## config.mk

```make
export PLATFORM = sky130hd
export DESIGN_NAME = reset_sequencer
export DESIGN_NICKNAME = d
export VERILOG_FILES = /design/src/rtl/rstseq_pkg.sv /design/src/rtl/rstseq_edge_counter.sv /design/src/rtl/rstseq_wake_detect.sv /design/src/rtl/reset_sequencer.sv
export SDC_FILE = /design/constraint.sdc
export NUM_CORES = 1
export LEC_CHECK = 0
export ABC_CLOCK_PERIOD_IN_PS = 2200
export BUFFER_PORTS_ARGS = -buffer_cell sky130_fd_sc_hd__buf_2
export CORE_MARGIN = 2
export CORE_UTILIZATION = 47
export CTS_BUF_LIST = sky130_fd_sc_hd__clkbuf_16
export CTS_CLUSTER_DIAMETER = 50
export DETAILED_ROUTE_END_ITERATION = 16
export GPL_ROUTABILITY_DRIVEN = 0
export PLACE_DENSITY = 0.89
export SLEW_MARGIN = 0
export SYNTH_ARGS = -nofsm -noshare
export SYNTH_HDL_FRONTEND = slang
export SYNTH_SLANG_ARGS = --single-unit
```

## constraint.sdc

```tcl
create_clock -name clk -period 2.2 [get_ports clk]
set_input_delay 0.11 -clock clk [delete_from_list [all_inputs] [get_ports clk]]
set_output_delay 0.11 -clock clk [all_outputs]
set_load 0.005 [all_outputs]
```

## src/rtl/rstseq_pkg.sv

```systemverilog
// Shared types for the reset sequencer.
package rstseq_pkg;
    // Sequence phase of the sequencer.
    typedef enum logic [1:0] {
        PH_IDLE   = 2'd0,  // no sequence in progress
        PH_LOWCNT = 2'd1,  // counting low samples
        PH_HELD   = 2'd2,  // initialization complete, request still low
        PH_RELCNT = 2'd3   // counting high samples after release
    } phase_e;
endpackage

```

## src/rtl/rstseq_edge_counter.sv

```systemverilog
// Saturating edge counter. It counts the edges on which inc_i is set and
// signals the edge that brings the count to LIMIT.
// Assumes LIMIT >= 2. clear_i wins over inc_i.
module rstseq_edge_counter #(
    parameter int LIMIT = 5
) (
    input  logic clk,
    input  logic por_n,
    input  logic clear_i,
    input  logic inc_i,
    output logic hit_o
);
    localparam int CW = $clog2(LIMIT + 1);
    localparam logic [CW-1:0] LAST = CW'(LIMIT - 1);

    logic [CW-1:0] cnt;

    // Flag the edge on which the LIMIT-th counted event arrives.
    assign hit_o = inc_i && !clear_i && (cnt == LAST);

    // Count events, holding at LAST.
    always_ff @(posedge clk) begin
        if (!por_n)                      cnt <= '0;
        else if (clear_i)                cnt <= '0;
        else if (inc_i && cnt != LAST)   cnt <= cnt + 1'b1;
    end

    assert_count_bounded_R2: assert property (@(posedge clk) disable iff (!por_n)
        cnt <= LAST);
endmodule

```

## src/rtl/rstseq_wake_detect.sv

```systemverilog
// Power-save exit detector. It pulses for one cycle on the first edge that
// samples the reset request low while power-save is active.
// Assumes that the previous sample counts as high right after power-on reset.
module rstseq_wake_detect (
    input  logic clk,
    input  logic por_n,
    input  logic rst_in_n,
    input  logic sleep_i,
    output logic psave_exit_o
);
    logic prev_n;

    // Remember the previous sample and form the exit pulse.
    always_ff @(posedge clk) begin
        if (!por_n) begin
            prev_n       <= 1'b1;
            psave_exit_o <= 1'b0;
        end else begin
            prev_n       <= rst_in_n;
            psave_exit_o <= !rst_in_n && prev_n && sleep_i;
        end
    end

    assert_wake_cause_R7: assert property (@(posedge clk) disable iff (!por_n)
        psave_exit_o |-> ($past(sleep_i) && !$past(rst_in_n)));
    assert_wake_single_R7: assert property (@(posedge clk) disable iff (!por_n)
        psave_exit_o |=> !psave_exit_o);
endmodule

```

## src/rtl/reset_sequencer.sv

```systemverilog
// Clock-synchronous reset sequencer. It counts low samples of the reset
// request up to LOW_EDGES, then holds the core in reset with init_done set.
// It then counts HIGH_EDGES high samples and releases the core with a
// flush and a fetch start at START_ADDR.
// Assumes rst_in_n is synchronous to clk, LOW_EDGES >= 2 and HIGH_EDGES >= 2.
module reset_sequencer
    import rstseq_pkg::*;
#(
    parameter int              LOW_EDGES  = 5,
    parameter int              HIGH_EDGES = 4,
    parameter int              ADDR_W     = 32,
    parameter logic [ADDR_W-1:0] START_ADDR = '0
) (
    input  logic              clk,
    input  logic              por_n,
    input  logic              rst_in_n,
    input  logic              sleep_i,
    output logic              core_reset,
    output logic              init_done,
    output logic              pipe_flush,
    output logic              fetch_start,
    output logic [ADDR_W-1:0] fetch_addr,
    output logic              psave_exit
);
    phase_e phase, phase_nx;
    logic   low_inc, low_hit, high_inc, high_hit;
    logic   start_nx;

    // Low samples count while no completed initialization is held.
    assign low_inc  = !rst_in_n && (phase != PH_HELD);
    // High samples count only after initialization is complete.
    assign high_inc = rst_in_n && (phase == PH_HELD || phase == PH_RELCNT);

    rstseq_edge_counter #(.LIMIT(LOW_EDGES)) u_low_cnt (
        .clk(clk), .por_n(por_n), .clear_i(rst_in_n),
        .inc_i(low_inc), .hit_o(low_hit));

    rstseq_edge_counter #(.LIMIT(HIGH_EDGES)) u_high_cnt (
        .clk(clk), .por_n(por_n), .clear_i(!rst_in_n),
        .inc_i(high_inc), .hit_o(high_hit));

    rstseq_wake_detect u_wake (
        .clk(clk), .por_n(por_n), .rst_in_n(rst_in_n),
        .sleep_i(sleep_i), .psave_exit_o(psave_exit));

    // Choose the next phase from the current phase and the sampled request.
    always_comb begin
        phase_nx = phase;
        start_nx = 1'b0;
        unique case (phase)
            PH_IDLE:   if (!rst_in_n) phase_nx = PH_LOWCNT;
            PH_LOWCNT: if (rst_in_n)  phase_nx = PH_IDLE;
                       else if (low_hit) phase_nx = PH_HELD;
            PH_HELD:   if (rst_in_n)  phase_nx = PH_RELCNT;
            PH_RELCNT: if (!rst_in_n) phase_nx = PH_LOWCNT;
                       else if (high_hit) begin
                           phase_nx = PH_IDLE;
                           start_nx = 1'b1;
                       end
            default:   phase_nx = PH_IDLE;
        endcase
    end

    // Register the phase and the reset and start outputs.
    always_ff @(posedge clk) begin
        if (!por_n) begin
            phase       <= PH_IDLE;
            core_reset  <= 1'b1;
            fetch_start <= 1'b0;
            pipe_flush  <= 1'b0;
        end else begin
            phase       <= phase_nx;
            fetch_start <= start_nx;
            pipe_flush  <= start_nx;
            if (phase == PH_LOWCNT && low_hit) core_reset <= 1'b1;
            else if (start_nx)                 core_reset <= 1'b0;
        end
    end

    assign init_done  = (phase == PH_HELD) || (phase == PH_RELCNT);
    assign fetch_addr = START_ADDR;

    assert_start_pulse_R4: assert property (@(posedge clk) disable iff (!por_n)
        fetch_start |=> !fetch_start);
    assert_start_after_high_R4: assert property (@(posedge clk) disable iff (!por_n)
        fetch_start |-> $past(rst_in_n));
    assert_release_on_start_R4: assert property (@(posedge clk) disable iff (!por_n)
        $fell(core_reset) |-> (fetch_start && pipe_flush));
    assert_init_needs_low_R2: assert property (@(posedge clk) disable iff (!por_n)
        $rose(init_done) |-> (!$past(rst_in_n) && core_reset));
    assert_no_start_on_low_R6: assert property (@(posedge clk) disable iff (!por_n)
        !rst_in_n |=> !fetch_start);
    assert_held_keeps_reset_R8: assert property (@(posedge clk) disable iff (!por_n)
        init_done |-> core_reset);
endmodule

```

-- Yosys cells after proc, flatten, opt, wreduce, memory -nomap -nowiden
Cells that the tools add are included.
Widths: inputs -> output; s select.
- output and inout bits: 37
- flip-flop bits (word level): 12
- memory bits (read-only): 0
- logic and storage cells: 50
- bits in latches: 0
- memories kept: 0
- input port bits: 4
- bits in writable memories: 0
- $mul: 0
- order comparisons: 0
- divide/modulo/power cells: 0
- reduce and logical (&&, ||, !) cells: 18
- shift-type cells: 0
- $add $sub $neg: 2
- muxes and demuxes: 10
- bitwise gates (word level): 1
- eq/ne operators: 12
- operators with widths (operator ; number):
    $mux 2 ; 6
    $logic_and 1x1->1 ; 11
    $ne 3x3->1 const B ; 3
    $pmux 2 s4 ; 1
    $add 3x1->3 const B ; 2
    $ne 2x2->1 const B ; 3
    $eq 2x2->1 const B ; 2
    $reduce_and 4->1 ; 1
    $reduce_or 2->1 ; 2
    $eq 3x2->1 const B ; 1
    $eq 3x3->1 const B ; 1
    $mux 1 ; 3
    $ne 3x2->1 const B ; 1
    $eq 2x1->1 const B ; 1
    $logic_not 2->1 ; 1
    $reduce_and 2->1 ; 1
    $logic_not 1->1 ; 1
    $logic_or 1x1->1 ; 1
    $not 1->1 ; 1

-- Depth between registers and ports, before layout
Gate-level depths: netlist of the first run.
- depth after elaboration: 8
- depth in mapped cells: 5
- depth with buffers taken out: 5

-- Modules after synthesis
A second synthesis of the first run with hierarchy kept.
- cells, all modules: 93
- area, all modules: 837.1 um2
- modules (own cells, without submodules) (module ; times used ; area each (um2) ; cells each ; sequential area each (um2)):
    reset_sequencer ; 1 ; 430.4 ; 55 ; 80.1
    rstseq_edge_counter at u_low_cnt ; 1 ; 191.4 ; 18 ; 60.1
    rstseq_edge_counter at u_high_cnt ; 1 ; 158.9 ; 16 ; 60.1
    rstseq_wake_detect ; 1 ; 56.3 ; 4 ; 40.0

-- Least setup slack after synthesis of the first run
No wires, ideal clock.
- path kind: register to register
- from: reg u_high_cnt.cnt[0]
- to: reg u_high_cnt.cnt[1]
- data required time: 2.086 ns
- clock period less this slack: 1.315 ns
- library setup time: 0.114 ns
- stages on the path, launching flop included: 6
- data arrival time: 1.200 ns
- buffers on the path: 0
- path slack: 0.885 ns
- cells stage by stage: dfxtp_1 -> ha_1 -> ha_1 -> and2b_1 -> mux2i_1 -> nor2_1
- word-level cells in the longest chain between the ends: 2
- elaborated cells on any way between the ends: 3
- classes of those cells: add/sub (1); eq/ne (1); reduce/logical (1)
- ends and longest elaborated chain (what ; line ; RTL):
    from (decl) ; rstseq_edge_counter.sv:16 ; logic [CW-1:0] cnt;
    from (signal assigned) ; rstseq_edge_counter.sv:25 ; else if (inc_i && cnt != LAST) cnt <= cnt + 1'b1;
    branches (longest 2 deep; another with $add 3x1->3) ; - ;
Several ways; the timed one is not identified.
A chain may end at the register's enable or synchronous reset.

-- Worst setup path in the final report of the first run
- from: reg u_high_cnt.cnt[0]
- to: reg u_high_cnt.cnt[2]
Same word-level chain as after synthesis.

==> results of run 1 <==
report_power, final:
| part | internal (mW) | total [mW] | switching [mW] |
|---|---|---|---|
| sequential | 0.223 | 0.226 | 0.00313 |
| clock | 0.239 | 0.333 | 0.0935 |
| combinational | 0.00865 | 0.0337 | 0.0250 |
| total | 0.471 | 0.592 | 0.122 |
worst reg2reg max path, cell delays in order (launching register included):
cell and delay (ps):
dfxtp_1 320, ha_1 200, ha_1 230, and2b_1 290, nor2_1 70, a211oi_1 250
registers in the layout, summed over array words and instances, names as in the netlist, named ones only:
register             cells
u_high_cnt.cnt           3
u_low_cnt.cnt            3
core_reset               1
fetch_start              1
phase                    1
u_wake.prev_n            1
u_wake.psave_exit_o      1
cell type report:
class | count | share of cell area (%)
Multi-Input combinational cell | 70 | 47.8
Sequential cell | 12 | 30.7
Clock buffer | 3 | 9.58
Timing Repair Buffer | 8 | 5.11
Inverter | 8 | 3.83
Tap cell | 16 | 2.56
Clock inverter | 1 | 0.479
path summary, 6_finish.rpt:
kind | endpoint | start | cells past startpoint
worst max register to register | u_high_cnt.cnt[2] | u_high_cnt.cnt[0] | 5
worst min-delay path | u_wake.psave_exit_o | sleep_i | 2
worst max-delay path | u_high_cnt.cnt[2] | u_high_cnt.cnt[0] | 5
worst min register to register | u_wake.psave_exit_o | u_wake.prev_n | 1
through the flow:
| step | hold slack, ps | utilization (%) |
|---|---|---|
| 2_1_floorplan | 249 | - |
| 3_3_place_gp | 344 | 46.2 |
| 3_5_place_dp | 349 | 46.2 |
| 4_1_cts | 100 | 51.4 |
| 5_1_grt | 100 | 51.4 |
| 6_report | 101 | 51.4 |
cell usage in the layout (no fill, tap or decap):
cell,count
nand2b_1,1
and3_1,1
xnor2_1,1
o311ai_1,1
inv_1,6
a221oi_1,1
ha_1,4
nor2b_1,2
o41ai_1,1
a211oi_1,1
mux2i_1,1
and2b_4,1
conb_1,32
nor2_1,4
clkbuf_16,3
nand4_1,1
nand2_1,4
and2_1,1
buf_2,8
or4_4,1
a21oi_1,4
clkinv_1,1
inv_2,2
nand3_1,2
and2b_1,1
o21ai_0,3
o21ai_1,2
dfxtp_1,12
kinds of logic (layout without fill, tap and decap cells):
kind of cell / count (synthesis) / after routing / share of synthesized area [%]
AO/OA/AOI/OAI: 13 / 13 / 10.1
XOR/XNOR: 1 / 1 / 1.12
multiplexers: 1 / 1 / 1.28
adder cells (fa/ha/maj): 4 / 4 / 6.42
buffers and inverters: 42 / 20 / 36.1
AND/OR/NAND/NOR: 19 / 19 / 13.6
flip-flops: 12 / 12 / 30.8
other: 1 / 32 / 0.481
per-layer routing:
metal	up-vias	routed length (µm)	global-route usage [%]
li1	255	-	-
met1	227	427	12.0
met2	22	651	22.6
met3	5	89	7.20
met4	0	31	9.09
met5	-	0	0
==> impl_metrics.toml, run 1 <==
[timing]
timing.clock.skew_ps = 4.41
timing.fmax_mhz = 689
fin_tns_setup_ps = 0
finalSetupViolCount = 0
finalCriticalPeriod_ps = 1450
fin_crit_sh_pct = 66.0
hold_violations = 0
rsz0062_at_grt = "no"
slew_viol_final = 0
finalWorstSetupSlack_ps = 748

[final_layout]
multi_input_area_um2 = 374
final_nets = 111
register_area_um2 = 240
final_area_um2 = 783
num_antenna_cells = 0
syn_to_final_growth_pct = 0.481
drive_above_1_share_pct = 14.7
fillerInstances = 153
stdcell_count = 118

[critical_path]
critPathBufInv = 0
path_common_cell = "ha_1"
critPathMaxFanout = 4
worstPathCellList = "ha_1 -> ha_1 -> and2b_1 -> nor2_1 -> a211oi_1"
reg2reg_slack_ps = 750
cp.arrival_ps = 1590
max_stage_delay_ps = 320
end_kind = "flop"
path_class = "flop to flop"
worstPathRequired_ps = 2340
path_delay_family = "adder cells"
critical_path.startpoint_type = "flop"
cp_slowest_cell = "dfxtp_1"

[pwr]
total_power_mw = 0.592
vdd_drop_max_uv = 537
power_per_cell_area_nw_per_um2 = 756
leakagePower_nw = 0.390

[placed_design]
place_inst = 114
dpl_cell_area_um2 = 704
place_ws_ps = 749
dp_hpwl_um = 939
portBuffers = 8

[detailed_routing]
drtPass1Iterations = 2
num_vias = 509
drcViolationCount = 0
routed_via_density = 4.31
drt_iter0_markers = 3
wl_per_cell_um = 10.2
drt-total-wl_mm = 1.20
postRouteAntennaNets = 0

[logic_synthesis]
yosys-top-cells-area = "buf_4, dfxtp_1, ha_1"
ys_seq_area_share_pct = 30.8
synth_top_area_cell = "buf_4"
yosysTopAreaCellShare_pct = 31.8
synth_edf_count = 0
netlist_area_um2 = 779
yosysMostFrequentCell = "buf_4"
yosys_register_bits = 12
yosys_warnings = 0
synth-main-ff-cell = "dfxtp_1"
yosys.cell_types.count = 27
syn_inst = 93
postSynthAreaPerCell_um2 = 8.38
synthArstFlopShare_pct = 0
synth_common_cells = "buf_4, dfxtp_1, inv_1"

[floorplanning]
dieWidth_um = 44.7
ios = 41
dieArea_um2 = 2000
die_h_um = 44.7
start_util_pct = 51.1
core_um2 = 1520
num_rows = 14

[global_routing]
grt_usage_pct = 13.3
grt_max_degree = 10
first_global_vias = 432
antenna_found_initial = 0
grt_pass1_wl_mm = 1.79
overflow = 0

[clock_tree]
cts_hold_buf = 0
cts_sinks = 12
cts_tree = "done"
cts-root-buf = "clkbuf_16"
htree_levels = 1
cts_buffers = 3
post-cts-setup-buffers = 0
cts_resized = 0
path_clk_slew_ps = 40
clock_latency_ps = 240
cts.path.max_buffers = 2

[status]
status = "completed"

[job]
maxCapViolations = 0

[worst_hold_path]
hp-class = "input pin to flop"
(Power assumes the default switching activity.)
==> inputs of run 2 (changes only) <==
--- a/config.mk
+++ b/config.mk
@@ -5,15 +5,15 @@
 export SDC_FILE = /design/constraint.sdc
 export NUM_CORES = 1
 export LEC_CHECK = 0
-export ABC_CLOCK_PERIOD_IN_PS = 2200
+export ABC_CLOCK_PERIOD_IN_PS = 1500
 export BUFFER_PORTS_ARGS = -buffer_cell sky130_fd_sc_hd__buf_2
 export CORE_MARGIN = 2
-export CORE_UTILIZATION = 47
+export CORE_UTILIZATION = 43
 export CTS_BUF_LIST = sky130_fd_sc_hd__clkbuf_16
 export CTS_CLUSTER_DIAMETER = 50
 export DETAILED_ROUTE_END_ITERATION = 16
 export GPL_ROUTABILITY_DRIVEN = 0
-export PLACE_DENSITY = 0.89
+export PLACE_DENSITY = 0.83
 export SLEW_MARGIN = 0
 export SYNTH_ARGS = -nofsm -noshare
 export SYNTH_HDL_FRONTEND = slang
==> constraint.sdc (replaced) <==
create_clock -name clk -period 1.5 [get_ports clk]
set_input_delay 0.075 -clock clk [delete_from_list [all_inputs] [get_ports clk]]
set_output_delay 0.075 -clock clk [all_outputs]
set_load 0.005 [all_outputs]
==> run 2 against run 1 <==
Clock skew fell by 1.9 ps. Power rose by 45%. Routed wire length fell by 11%. Fmax rose by 5.0%. Critical path type unchanged. Highest routed layer unchanged.
==> impl_metrics.toml, run 2 (synthesized netlist as in run 1, its figures left out) <==
[status]
status = "completed"

[pwr]
leakagePower_nw = 0.388
vdd_drop_max_uv = 417
power_per_cell_area_nw_per_um2 = 1090
total_power_mw = 0.859

[clock_tree]
cts-root-buf = "clkbuf_16"
clock_latency_ps = 240
path_clk_slew_ps = 40
cts_tree = "done"
cts_sinks = 12
post-cts-setup-buffers = 0
cts.path.max_buffers = 2
htree_levels = 1
cts_buffers = 3
cts_resized = 0
cts_hold_buf = 0

[critical_path]
reg2reg_slack_ps = 120
worstPathRequired_ps = 1630
cp-endpoint = "u_high_cnt.cnt[1]"
path_class = "flop to flop"
critical_path.startpoint_type = "flop"
rr_startpoint = "u_high_cnt.cnt[0]"
timing.rr.end = "u_high_cnt.cnt[1]"
r2r_cells = 5
cp.arrival_ps = 1510
critPathLaunch = "u_high_cnt.cnt[0]"
critPathMaxFanout = 4
end_kind = "flop"

[final_layout]
final_cell_mix = "conb_1, dfxtp_1, buf_2, inv_1"
multi_input_area_um2 = 374
register_area_um2 = 240
syn_to_final_growth_pct = 1.44
final_area_um2 = 791
final_common_cell = "conb_1"
fillerInstances = 169
drive_above_1_share_pct = 14.9
largest_registers = "u_high_cnt.cnt: 3 flops, u_low_cnt.cnt: 3 flops"
final_nets = 111
num_antenna_cells = 0

[detailed_routing]
postRouteAntennaNets = 0
drcViolationCount = 0
wl_per_cell_um = 8.44
num_vias = 510
drt-total-wl_mm = 1.06
routed_via_density = 4.05
drtPass1Iterations = 4
drt_iter0_markers = 1

[global_routing]
overflow = 0
grt_pass1_wl_mm = 1.59
first_global_vias = 390
antenna_found_initial = 0
grt_max_degree = 10
grt_usage_pct = 10.9

[timing]
rsz0062_at_grt = "no"
fin_crit_sh_pct = 92.2
timing.clock.skew_ps = 2.50
hold-worst-slack_ps = 71.5
finalSetupViolCount = 0
finalCriticalPeriod_ps = 1380
fin_tns_setup_ps = 0
timing.fmax_mhz = 723
finalWorstSetupSlack_ps = 117
hold_violations = 0
slew_viol_final = 0

[worst_hold_path]
hp-class = "input pin to flop"

[floorplanning]
ios = 41
dieArea_um2 = 2170
die_h_um = 46.6
core_um2 = 1710
dieWidth_um = 46.6
num_rows = 15
start_util_pct = 45.6

[placed_design]
place_ws_ps = 111
dp_hpwl_um = 832
dpl_cell_area_um2 = 716
portBuffers = 8

[job]
maxCapViolations = 0
[run 2: report_power, final]
part           leakage (nW)  internal, mW  total (mW)  switching (mW)
clock                0.0370         0.347       0.479           0.132
sequential           0.0977         0.327       0.331         0.00430
combinational         0.253        0.0123      0.0485          0.0362
[run 2: final cells by class]
| type | instances | share of cell area (%) |
|---|---|---|
| clock buffer | 3 | 9.49 |
| inverter | 8 | 3.80 |
| multi-input combinational | 70 | 47.3 |
| sequential | 12 | 30.4 |
| tap | 25 | 3.96 |
| timing repair buffer | 8 | 5.06 |
[run 2: worst max-delay path: stages, from the launching register on]
cell	delay [ps]
dfxtp_1	310
ha_1	190
ha_1	230
and2b_1	280
mux2i_1	200
nor2_1	50
[run 2: how the worst min path moves through the flow]
stage / startpoint / endpoint / slack, ps / depth (start not counted)
6_report: sleep_i / u_wake.psave_exit_o / 70 / 2
5_1_grt: sleep_i / u_wake.psave_exit_o / 110 / 2
2_1_floorplan: rst_in_n / u_wake.prev_n / 210 / 2
4_1_cts: sleep_i / u_wake.psave_exit_o / 70 / 2
3_3_place_gp: sleep_i / u_wake.psave_exit_o / 310 / 2
3_5_place_dp: sleep_i / u_wake.psave_exit_o / 320 / 2
[run 2: per-layer routing]
metal | wire length [µm] | vias up | GRT usage (%)
met3 | 77 | 3 | 3.53
met5 | 0 | - | 0
met4 | 29 | 0 | 6.86
li1 | - | 254 | -
met2 | 518 | 22 | 15.8
met1 | 439 | 231 | 13.6
[run 2: through the flow]
stage	std cells	utilization, %
global route	126	46.3
CTS	126	46.3
global placement	123	41.9
finish	126	46.3
detailed placement	123	41.9
floorplan	124	-
==> inputs of run 3 (changes only) <==
--- a/config.mk
+++ b/config.mk
@@ -7,7 +7,6 @@
 export LEC_CHECK = 0
 export ABC_CLOCK_PERIOD_IN_PS = 1500
 export BUFFER_PORTS_ARGS = -buffer_cell sky130_fd_sc_hd__buf_2
-export CORE_MARGIN = 2
 export CORE_UTILIZATION = 43
 export CTS_BUF_LIST = sky130_fd_sc_hd__clkbuf_16
 export CTS_CLUSTER_DIAMETER = 50
@@ -18,3 +17,4 @@
 export SYNTH_ARGS = -nofsm -noshare
 export SYNTH_HDL_FRONTEND = slang
 export SYNTH_SLANG_ARGS = --single-unit
+export TNS_END_PERCENT = 30
==> run 3 against run 2 <==
Routed wire length down 10%. Flip-flop and latch count did not move. First-iteration DRC count increased to 6.0 times the previous value. Clock power about the same. Highest routed layer is now met3. Critical endpoint unchanged. Die area down 8.4%.
==> impl_metrics.toml, run 3 (synthesized netlist as in run 1, its figures left out) <==
[clock_tree]
cts_hold_buf = 0
clock_latency_ps = 230
cts_resized = 0
cts_tree = "done"
cts_buffers = 3
post-cts-setup-buffers = 0
path_clk_slew_ps = 40
cts_sinks = 12
cts.path.max_buffers = 2
htree_levels = 1
cts-root-buf = "clkbuf_16"

[placed_design]
dpl_cell_area_um2 = 716
dp_hpwl_um = 748
place_ws_ps = 114
portBuffers = 8

[global_routing]
first_global_vias = 360
grt_pass1_wl_mm = 1.43
overflow = 0
grt_max_degree = 10
grt_usage_pct = 9.90
antenna_found_initial = 0

[floorplanning]
dieArea_um2 = 1990
num_rows = 15
ios = 41
die_h_um = 44.6
core_um2 = 1710
dieWidth_um = 44.6
start_util_pct = 45.6

[final_layout]
syn_to_final_growth_pct = 1.93
register_area_um2 = 240
fillerInstances = 167
num_antenna_cells = 0
multi_input_area_um2 = 374
final_common_cell = "conb_1"
largest_registers = "u_high_cnt.cnt: 3 flops, u_low_cnt.cnt: 3 flops"
final_area_um2 = 795
final_nets = 111
drive_above_1_share_pct = 14.7
final_cell_mix = "conb_1, dfxtp_1, buf_2, inv_1"

[critical_path]
worstPathCellList = "ha_1 -> ha_1 -> and2b_1 -> mux2i_1 -> nor2_1"
critical_path.startpoint_type = "flop"
max_stage_delay_ps = 310
critPathBufInv = 0
worstPathRequired_ps = 1620
reg2reg_slack_ps = 110
cp.arrival_ps = 1510
timing.rr.end = "u_high_cnt.cnt[1]"
path_delay_family = "adder cells"
critPathMaxFanout = 4
critPathLaunch = "u_high_cnt.cnt[0]"
path_common_cell = "ha_1"
end_kind = "flop"
r2r_cells = 5
path_class = "flop to flop"
rr_startpoint = "u_high_cnt.cnt[0]"
cp_slowest_cell = "dfxtp_1"

[detailed_routing]
drtPass1Iterations = 3
routed_via_density = 3.95
wl_per_cell_um = 7.52
drt_iter0_markers = 6
drt-total-wl_um = 955
drcViolationCount = 0
num_vias = 502
postRouteAntennaNets = 0

[timing]
finalCriticalPeriod_ps = 1390
finalWorstSetupSlack_ps = 114
finalSetupViolCount = 0
hold_violations = 0
timing.fmax_mhz = 721
rsz0062_at_grt = "no"
timing.clock.skew_ps = 2.59
fin_crit_sh_pct = 92.4
slew_viol_final = 0
fin_tns_setup_ps = 0

[pwr]
leakagePower_nw = 0.390
vdd_drop_max_uv = 1040
power_per_cell_area_nw_per_um2 = 1080

[worst_hold_path]
min_path_cells = 2
hp-start = "sleep_i"
min_to = "u_wake.psave_exit_o"
hp-class = "input pin to flop"

[job]
maxCapViolations = 0

[status]
status = "completed"
[run 3: per-stage QoR]
stage / instances / utilization (%) / power (mW) / hold slack (ps)
final: 127 / 46.5 / 0.856 / 71.1
after global routing: 127 / 46.5 / 0.899 / 93.5
after CTS: 127 / 46.5 / 0.869 / 70.4
after detailed placement: 123 / 41.9 / 0.383 / 317
after global placement: 123 / 41.9 / 0.381 / 310
after floorplan: 124 / - / 0.432 / 214
[run 3: worst register-to-register path, cell delays in order (launching register included)]
cell     delay [ps]
dfxtp_1         310
ha_1            200
ha_1            230
and2b_1         290
mux2i_1         200
nor2_1           50
[run 3: worst max path at each step]
stage,end,cells after the start
final,u_high_cnt.cnt[1],5
after global routing,u_high_cnt.cnt[1],5
after CTS,u_high_cnt.cnt[1],5
after detailed placement,u_high_cnt.cnt[2],5
after global placement,u_high_cnt.cnt[1],5
after floorplan,u_high_cnt.cnt[1],5
[run 3: cell type report]
cell class | instances | area share [%]
Clock inverter | 1 | 0.472
Tap cell | 25 | 3.94
Timing Repair Buffer | 8 | 5.04
Clock buffer | 3 | 9.45
Sequential cell | 12 | 30.2
Inverter | 8 | 3.78
Multi-Input combinational cell | 70 | 47.1
[run 3: routing by layer]
| metal | vias to the layer above | share of wire [%] | track usage, % |
|---|---|---|---|
| li1 | 255 | - | - |
| met1 | 229 | 46 | 11.1 |
| met2 | 18 | 48 | 16.2 |
| met3 | 0 | 5.5 | 6.12 |
| met4 | 0 | 0 | 1.82 |
| met5 | - | 0 | 0 |
[run 3: where the power goes]
group,total [mW],switching (mW),internal [mW]
sequential,0.331,0.00429,0.327
clock,0.477,0.127,0.350
combinational,0.0474,0.0350,0.0124
